**src/rtl/pcg_pkg.sv**
```systemverilog
package pcg_pkg;
  function automatic int unsigned status_base(int unsigned nregs);
    return nregs;
  endfunction

  function automatic int unsigned div_addr(int unsigned nregs);
    return 2 * nregs;
  endfunction
endpackage

```
**src/rtl/pcg_sleep_regs.sv**
```systemverilog
module pcg_sleep_regs #(
  parameter int NUM_REGS = 5,
  parameter int REG_W    = 32,
  parameter int ADDR_W   = 4,
  parameter logic [NUM_REGS*REG_W-1:0] RST_VAL = '0
) (
  input  logic                      clk,
  input  logic                      rst_n,
  input  logic                      wr_en,
  input  logic [ADDR_W-1:0]         wr_addr,
  input  logic [REG_W-1:0]          wr_data,
  output logic [NUM_REGS*REG_W-1:0] sleep_vec
);
  for (genvar k = 0; k < NUM_REGS; k++) begin : g_word
    always_ff @(posedge clk or negedge rst_n) begin
      if (!rst_n)
        sleep_vec[k*REG_W +: REG_W] <= RST_VAL[k*REG_W +: REG_W];
      else if (wr_en && (wr_addr == ADDR_W'(k)))
        sleep_vec[k*REG_W +: REG_W] <= wr_data;
    end
  end
endmodule

```
**src/rtl/pcg_gate_bank.sv**
```systemverilog
module pcg_gate_bank #(
  parameter int NPER = 160,
  parameter logic [NPER-1:0] NOGATE_MASK = '0,
  parameter logic [NPER-1:0] SLEEP_RST   = '0
) (
  input  logic            clk,
  input  logic            rst_n,
  input  logic [NPER-1:0] sleep_vec,
  input  logic [NPER-1:0] clk_req,
  output logic [NPER-1:0] clk_en
);
  for (genvar g = 0; g < NPER; g++) begin : g_bit
    logic en_d;
    if (NOGATE_MASK[g]) begin : g_plain
      assign en_d = ~sleep_vec[g];
    end else begin : g_gated
      assign en_d = ~sleep_vec[g] | clk_req[g];
    end
    always_ff @(posedge clk or negedge rst_n) begin
      if (!rst_n) clk_en[g] <= ~SLEEP_RST[g];
      else        clk_en[g] <= en_d;
    end
  end
endmodule

```
**src/rtl/pcg_slow_div.sv**
```systemverilog
module pcg_slow_div #(
  parameter int DIV_W = 8
) (
  input  logic             clk,
  input  logic             rst_n,
  input  logic             load,
  input  logic [DIV_W-1:0] load_val,
  output logic [DIV_W-1:0] div_q,
  output logic             tick
);
  logic [DIV_W-1:0] cnt;
  logic             at_end;

  assign at_end = (div_q != '0) && (cnt == div_q - DIV_W'(1));

  always_ff @(posedge clk or negedge rst_n) begin
    if (!rst_n) begin
      div_q <= '0;
      cnt   <= '0;
      tick  <= 1'b0;
    end else if (load) begin
      div_q <= load_val;
      cnt   <= '0;
      tick  <= 1'b0;
    end else begin
      tick <= at_end;
      if (at_end || div_q == '0) cnt <= '0;
      else                       cnt <= cnt + DIV_W'(1);
    end
  end
endmodule

```
**src/rtl/periph_clk_gate_ctrl.sv**
```systemverilog
module periph_clk_gate_ctrl #(
  parameter int NUM_REGS = 5,
  parameter int REG_W    = 32,
  parameter int ADDR_W   = 4,
  parameter int DIV_W    = 8,
  parameter int NG_REG   = 3,
  parameter int NG_LO    = 26,
  parameter int NG_HI    = 28
) (
  input  logic                      clk,
  input  logic                      rst_n,
  input  logic                      wr_en,
  input  logic [ADDR_W-1:0]         wr_addr,
  input  logic [REG_W-1:0]          wr_data,
  input  logic [ADDR_W-1:0]         rd_addr,
  output logic [REG_W-1:0]          rd_data,
  input  logic [NUM_REGS*REG_W-1:0] clk_req,
  output logic [NUM_REGS*REG_W-1:0] clk_en,
  output logic                      slow_tick
);
  import pcg_pkg::*;

  localparam int NPER     = NUM_REGS * REG_W;
  localparam int STAT_A   = status_base(NUM_REGS);
  localparam int DIV_A    = div_addr(NUM_REGS);

  function automatic logic [NPER-1:0] mk_nogate();
    logic [NPER-1:0] m;
    for (int i = 0; i < NPER; i++)
      m[i] = (i >= NG_REG*REG_W + NG_LO) && (i <= NG_REG*REG_W + NG_HI);
    return m;
  endfunction

  localparam logic [NPER-1:0] NOGATE_MASK = mk_nogate();

  logic [NPER-1:0]  sleep_vec;
  logic [DIV_W-1:0] div_q;
  logic             div_wr;
  logic [REG_W-1:0] rd_next;

  assign div_wr = wr_en && (wr_addr == ADDR_W'(DIV_A));

  pcg_sleep_regs #(
    .NUM_REGS(NUM_REGS), .REG_W(REG_W), .ADDR_W(ADDR_W), .RST_VAL(NOGATE_MASK)
  ) u_sleep (
    .clk(clk), .rst_n(rst_n), .wr_en(wr_en), .wr_addr(wr_addr),
    .wr_data(wr_data), .sleep_vec(sleep_vec)
  );

  pcg_gate_bank #(
    .NPER(NPER), .NOGATE_MASK(NOGATE_MASK), .SLEEP_RST(NOGATE_MASK)
  ) u_gate (
    .clk(clk), .rst_n(rst_n), .sleep_vec(sleep_vec),
    .clk_req(clk_req), .clk_en(clk_en)
  );

  pcg_slow_div #(.DIV_W(DIV_W)) u_div (
    .clk(clk), .rst_n(rst_n), .load(div_wr), .load_val(wr_data[DIV_W-1:0]),
    .div_q(div_q), .tick(slow_tick)
  );

  always_comb begin
    rd_next = '0;
    for (int k = 0; k < NUM_REGS; k++) begin
      if (rd_addr == ADDR_W'(k))          rd_next = sleep_vec[k*REG_W +: REG_W];
      if (rd_addr == ADDR_W'(STAT_A + k)) rd_next = clk_req[k*REG_W +: REG_W];
    end
    if (rd_addr == ADDR_W'(DIV_A)) rd_next = REG_W'(div_q);
  end

  always_ff @(posedge clk or negedge rst_n) begin
    if (!rst_n) rd_data <= '0;
    else        rd_data <= rd_next;
  end
endmodule

```
**config.mk**
```make
export PLATFORM = sky130hd
export DESIGN_NAME = periph_clk_gate_ctrl
export DESIGN_NICKNAME = d
export VERILOG_FILES = /design/src/rtl/pcg_pkg.sv /design/src/rtl/pcg_sleep_regs.sv /design/src/rtl/pcg_gate_bank.sv /design/src/rtl/pcg_slow_div.sv /design/src/rtl/periph_clk_gate_ctrl.sv
export SDC_FILE = /design/constraint.sdc
export NUM_CORES = 1
export LEC_CHECK = 0
export BUFFER_PORTS_ARGS = -buffer_cell sky130_fd_sc_hd__buf_2
export CAP_MARGIN = 30
export CORE_AREA = 2 2 270 206
export CTS_CLUSTER_DIAMETER = 150
export DETAILED_ROUTE_END_ITERATION = 6
export DIE_AREA = 0 0 272 208
export HOLD_SLACK_MARGIN = 0.02
export PLACE_DENSITY_LB_ADDON = 0.08
export SLEW_MARGIN = 20
export SYNTH_ARGS = -nofsm -noshare
export SYNTH_HDL_FRONTEND = slang
export SYNTH_SLANG_ARGS = --single-unit
```
**constraint.sdc**
```tcl
create_clock -name clk -period 1.7 [get_ports clk]
set_input_delay 0.425 -clock clk [delete_from_list [all_inputs] [get_ports clk]]
set_output_delay 0.425 -clock clk [all_outputs]
set_load 0.02 [all_outputs]
```
## Word-level counts from Yosys, hierarchy flattened

Index checks and enable logic that the tools add are counted.

- Output and inout bits: 193
- Logic and storage cells: 530
- Input bits: 203
- Flip-flop bits (word level): 369

- Add/subtract/negate cells: 2
- Bitwise gates (word level): 317
- Multiplexer cells: 14
- Equal/unequal tests: 16
- Reduce and logical (&&, ||, !) cells: 12

Operator list:

| kind | number |
|---|---|
| 32-bit two-way mux | 11 |
| 1-bit inverter | 160 |
| 1-bit OR | 157 |
| 4-bit by 3-bit equality test with 1-bit output (second input constant) | 5 |
| 4-bit by 2-bit equality test with 1-bit output (second input constant) | 4 |
| 4-bit equality test (second input constant) | 4 |
| 8-bit two-way mux | 2 |
| 8-bit by 1-bit adder with 8-bit output (second input constant) | 1 |
| 4-bit by 1-bit equality test with 1-bit output (second input constant) | 2 |
| 8-bit equality test | 1 |
| 4-bit logical NOT | 2 |
| 8-bit logical NOT | 1 |
| 8-bit nonzero test | 1 |
| 8-bit by 1-bit subtractor with 8-bit output (second input constant) | 1 |
| 1-bit logical AND | 7 |
| 1-bit logical OR | 1 |
| 1-bit two-way mux | 1 |

## Depth between registers and ports, before layout

- Depth after elaboration: 12
- Depth in mapped cells: 8
- Mapped depth without buffers: 7

## Hierarchy

A second synthesis with hierarchy kept.

- Cells, all modules: 1287
- Area total of the unflattened synthesis: 16109.2 um2

By module, submodules not included:

| module | area an instance (um2) | instances | cells each | sequential area each (um2) |
|---|---|---|---|---|
| pcg_sleep_regs | 5947.0 | 1 | 343 | 4007.6 |
| pcg_gate_bank | 5193.7 | 1 | 320 | 4200.3 |
| periph_clk_gate_ctrl | 3915.0 | 1 | 526 | 800.8 |
| pcg_slow_div | 1053.5 | 1 | 98 | 425.4 |

## Worst setup path after synthesis

Ideal clock, no wire load.

- Kind: reg2reg
- Start point: register u_div.div_q[5]
- End point: register u_div.tick
- Arrival time: 1.799 ns
- Data required time: 1.633 ns
- Buffers on the path: 1
- Period minus slack after synthesis: 1.866 ns
- Stages on the path, launching flop included: 7
- Setup time: 0.067 ns
- Path slack: -0.166 ns
- Cells stage by stage: dfrtp_1 clkbuf_1 or2_0 a221o_1 o311a_1 a2111oi_4 and2_1

- Word-level cells in the longest chain between the ends: 4
- Elaborated cells between the ends (all ways): 5
- Classes of those cells: add/sub (1); eq/ne (1); mux (1); reduce/logical (2)

Ends and longest elaborated chain:

| item | line | RTL |
|---|---|---|
| start, declared | pcg_slow_div.sv:8 | `output logic [DIV_W-1:0] div_q,` |
| start signal, assigned | pcg_slow_div.sv:22 | `div_q <= load_val;` |
| 8-bit by 1-bit subtractor with 8-bit output | pcg_slow_div.sv:14 | `assign at_end = (div_q != '0) && (cnt == div_q - DIV_W'(1));` |
| 8-bit equality test | pcg_slow_div.sv:14 |  |
| 1-bit logical AND (*) | pcg_slow_div.sv:14 |  |
| 1-bit two-way mux (*) | pcg_slow_div.sv:21 | `end else if (load) begin` |
| end signal, assigned | pcg_slow_div.sv:26 | `tick <= at_end;` |
| end, declared | pcg_slow_div.sv:9 | `output logic tick` |

Every way passes the cells marked *; elsewhere a longest branch is shown, timed or not.
A chain may end at the register's enable or synchronous reset.

## Worst setup path in the final report

- Start point: register u_div.cnt[7]
- End point: register u_div.tick

- Word-level cells in the longest chain between the ends: 3

Ends and longest elaborated chain:

| item | line | RTL |
|---|---|---|
| start, declared | pcg_slow_div.sv:11 | `logic [DIV_W-1:0] cnt;` |
| start signal, assigned | pcg_slow_div.sv:28 | `else cnt <= cnt + DIV_W'(1);` |
| 8-bit equality test | pcg_slow_div.sv:14 |  |
| 1-bit logical AND | pcg_slow_div.sv:14 |  |
| 1-bit two-way mux | pcg_slow_div.sv:21 |  |

Every way passes these cells.

==> impl_metrics.ini <==
[clocking]
tritoncts = done
clock_latency_ns = 0.56
clkSinkCount = 369
clk_pin_slew_ns = 0.06
root_buffer = clkbuf_16
cts_made_buffers = 42
cts_buffer_depth = 3
htreeDepth = 2

[power_and_ir_drop]
power.density_nw_per_um2 = 1200
p_switching_uw = 7780
p_leak_uw = 0.00957
p_clk_frac = 0.331
seqPwrFrac = 0.458
irDropWorstVdd_v = 0.000662
p_sw_frac = 0.298
intPower_uw = 18300
p_comb_frac = 0.211

[placement]
routabilityCongestion = 0.810
post-dp-hpwl_mm = 44.3
numPortBuffers = 395
place_area_um2 = 20200

[floorplanning]
die_h_um = 208
die_w_um = 272
boundaryPins = 396
rows = 74
dieArea_um2 = 56600
start_util = 0.297
coreArea_um2 = 53800

[logic_synthesis]
synthCells = 1264
ys_seq_elements = 369
postSynth.asyncResetShare = 1.00
ys_seq_area_frac = 0.590
synth_edf_count = 0
synth.distinct_cells = 60
synth_area_leaders = dfrtp_1, dfstp_2, mux2_2
syn_avg_cell_area_um2 = 12.7
ys.flop_type = dfrtp_1
synth_nets = 1470
synth.top_cell.area_share = 0.327
yosys.area.top_type = dfrtp_1
yosysWarnings = 0
synth_area_um2 = 16000

[final_layout]
final_net_count = 1989
final_area_um2 = 21700
drive_gt1_frac = 0.558
fillers = 5210
area_growth_pct = 35.5

[hold_path]
min_path_cells = 2
hold_class = in2reg

[sta]
tightest_slew_ns = 0.850
finalClockSkew_ns = 0.0178
slew_viol_final = 0
setup_viol = 9
hold_ws_ns = 0.0727
period_needed_ns = 1.81
rsz0062_at_grt = true
fmax_ghz = 0.552
setup_slack_ns = -0.110
fin_crit_sh = 1.06
timing.slew.headroom = 0.432
hold_viol = 0
tns_ns = -0.878

[global_routing]
track_usage = 0.207
antenna_found_initial = 7
grt_pass1_wl_mm = 87.1
grt_max_degree = 54
overflow = 0
grt_pass1_vias = 12900

[setup_path]
ff2ff_setup_slack_ns = -0.11
ff2ff_path_depth = 6
critPathLaunchType = register
path_class = reg2reg
end_kind = register
critPathArrivalTime_ns = 2.31
worst_ep_required_time_ns = 2.20
r2r-end = u_div.tick$_DFF_PN0_
path_max_fanout = 5
r2r_start = u_div.cnt[7]$_DFF_PN0_
cp-startpoint = u_div.cnt[7]$_DFF_PN0_
endpoint = u_div.tick$_DFF_PN0_

[outcome]
violations = setup timing
outcome = finished with violations

[detailed_routing]
vias = 12200
dr.pass1.iters = 5
drc = 0
ant_nets = 0
vias_per_cell = 4.82
wl_per_cell_um = 23.4
route.final.wire_length_mm = 59.4
drtIter0Drc = 751

[job]
cap_violations = 0
sequential cells by signal, summed over array words and instances, names as in the netlist:
register and cells:
u_div.div_q 8, rd_data 32, u_div.tick 1, u_div.cnt 8, u_sleep.sleep_vec 160, u_gate.clk_en 160
cell usage after synthesis (9+ instances only):
cell type / count
a21oi_1: 27
a221oi_1: 16
a22o_1: 24
a22oi_1: 31
buf_1: 13
buf_2: 18
clkbuf_1: 39
dfrtp_1: 209
dfstp_2: 160
inv_1: 9
mux2_2: 208
mux2i_1: 24
nand2_1: 64
nand2b_1: 169
nand3_1: 9
nor2_1: 33
nor2b_1: 15
o211ai_1: 11
o21ai_0: 54
o22ai_1: 27
xor2_1: 9
worst max-delay path, stage by stage (launching register included):
cell       delay [ns]
dfrtp_1          0.43
xnor2_2          0.22
nand3_1          0.11
o311a_1          0.34
a2111oi_4        0.32
buf_4            0.20
and2_1           0.12
cell families (layout without fill, tap and decap cells):
kind of cell	count (synthesis)	count (layout)	synth area share
AOI/OAI and AO/OA	245	245	0.107
xor gates and xnor gates	15	15	0.00821
adders and majority gates	3	3	0.00235
buffers and inverters	80	632	0.0203
DFF	369	369	0.590
muxes	232	232	0.161
other	0	1	0
and+or+nand+nor	320	320	0.111
layout by cell type, fill, tap and decap left out, drive strengths merged, types with 27 or more instances in the layout:
cell / n
nand2: 64
a21oi: 27
a22oi: 31
nor2: 33
clkbuf: 63
dfrtp: 209
o22ai: 27
buf: 543
nand2b: 169
dfstp: 160
o21ai: 57
mux2: 208
worst min path at each step:
stage | from | to | slack (ns)
after detailed placement | rst_n | rd_data[14]$_DFF_PN0_ | 0.37
after CTS | clk_req[21] | u_gate.clk_en[21]$_DFF_PN1_ | 0.03
after floorplan | rst_n | rd_data[0]$_DFF_PN0_ | 0.13
final | clk_req[51] | u_gate.clk_en[51]$_DFF_PN1_ | 0.07
after global placement | rst_n | rd_data[14]$_DFF_PN0_ | 0.37
after global routing | clk_req[21] | u_gate.clk_en[21]$_DFF_PN1_ | 0.05
timing repair:
item,4_1_cts,5_1_grt
setup buffers,0,1
hold endpoints to repair,17,0
resized for setup,56,12
pin swaps,3,2
gates cloned,1,0
hold buffers,1,0
setup endpoints to repair,49,16
power by group through the flow:
stage / Clock (µW) / Sequential [µW] / Combinational (µW)
after global routing: 9260 / 12200 / 5960
after CTS: 8920 / 12000 / 5530
final: 8620 / 12000 / 5500
after detailed placement: 0 / 12100 / 5380
after global placement: 0 / 12100 / 5330
after floorplan: 0 / 12500 / 2310
metrics by stage:
step                 util  total power (µW)  setup WS (ns)  std cells
finish              0.403             26100         -0.110       2539
global route        0.403             27400         -0.243       2538
floorplan               -             14800         -0.119       1264
global placement    0.375             17400         -0.410       2458
CTS                 0.402             26400         -0.122       2537
detailed placement  0.375             17400         -0.373       2458
per-layer routing:
metal,track usage,wire (µm),up-vias
met1,0.292,27700,6206
met4,0.0424,850,14
li1,-,-,5566
met2,0.325,27300,376
met5,0.00934,140,-
met3,0.0440,3430,76
cell type report:
cell class	count	area, µm²	share of cell area
sequential	369	9440	0.435
timing repair buffer	546	3640	0.168
multi-input combinational	815	6360	0.294
clock buffer	61	1200	0.0555
antenna	1	2.50	0.000115
clock inverter	16	88.8	0.00410
inverter	9	33.8	0.00156
tap	722	903	0.0417
Power figures use the tool's default switching activity.
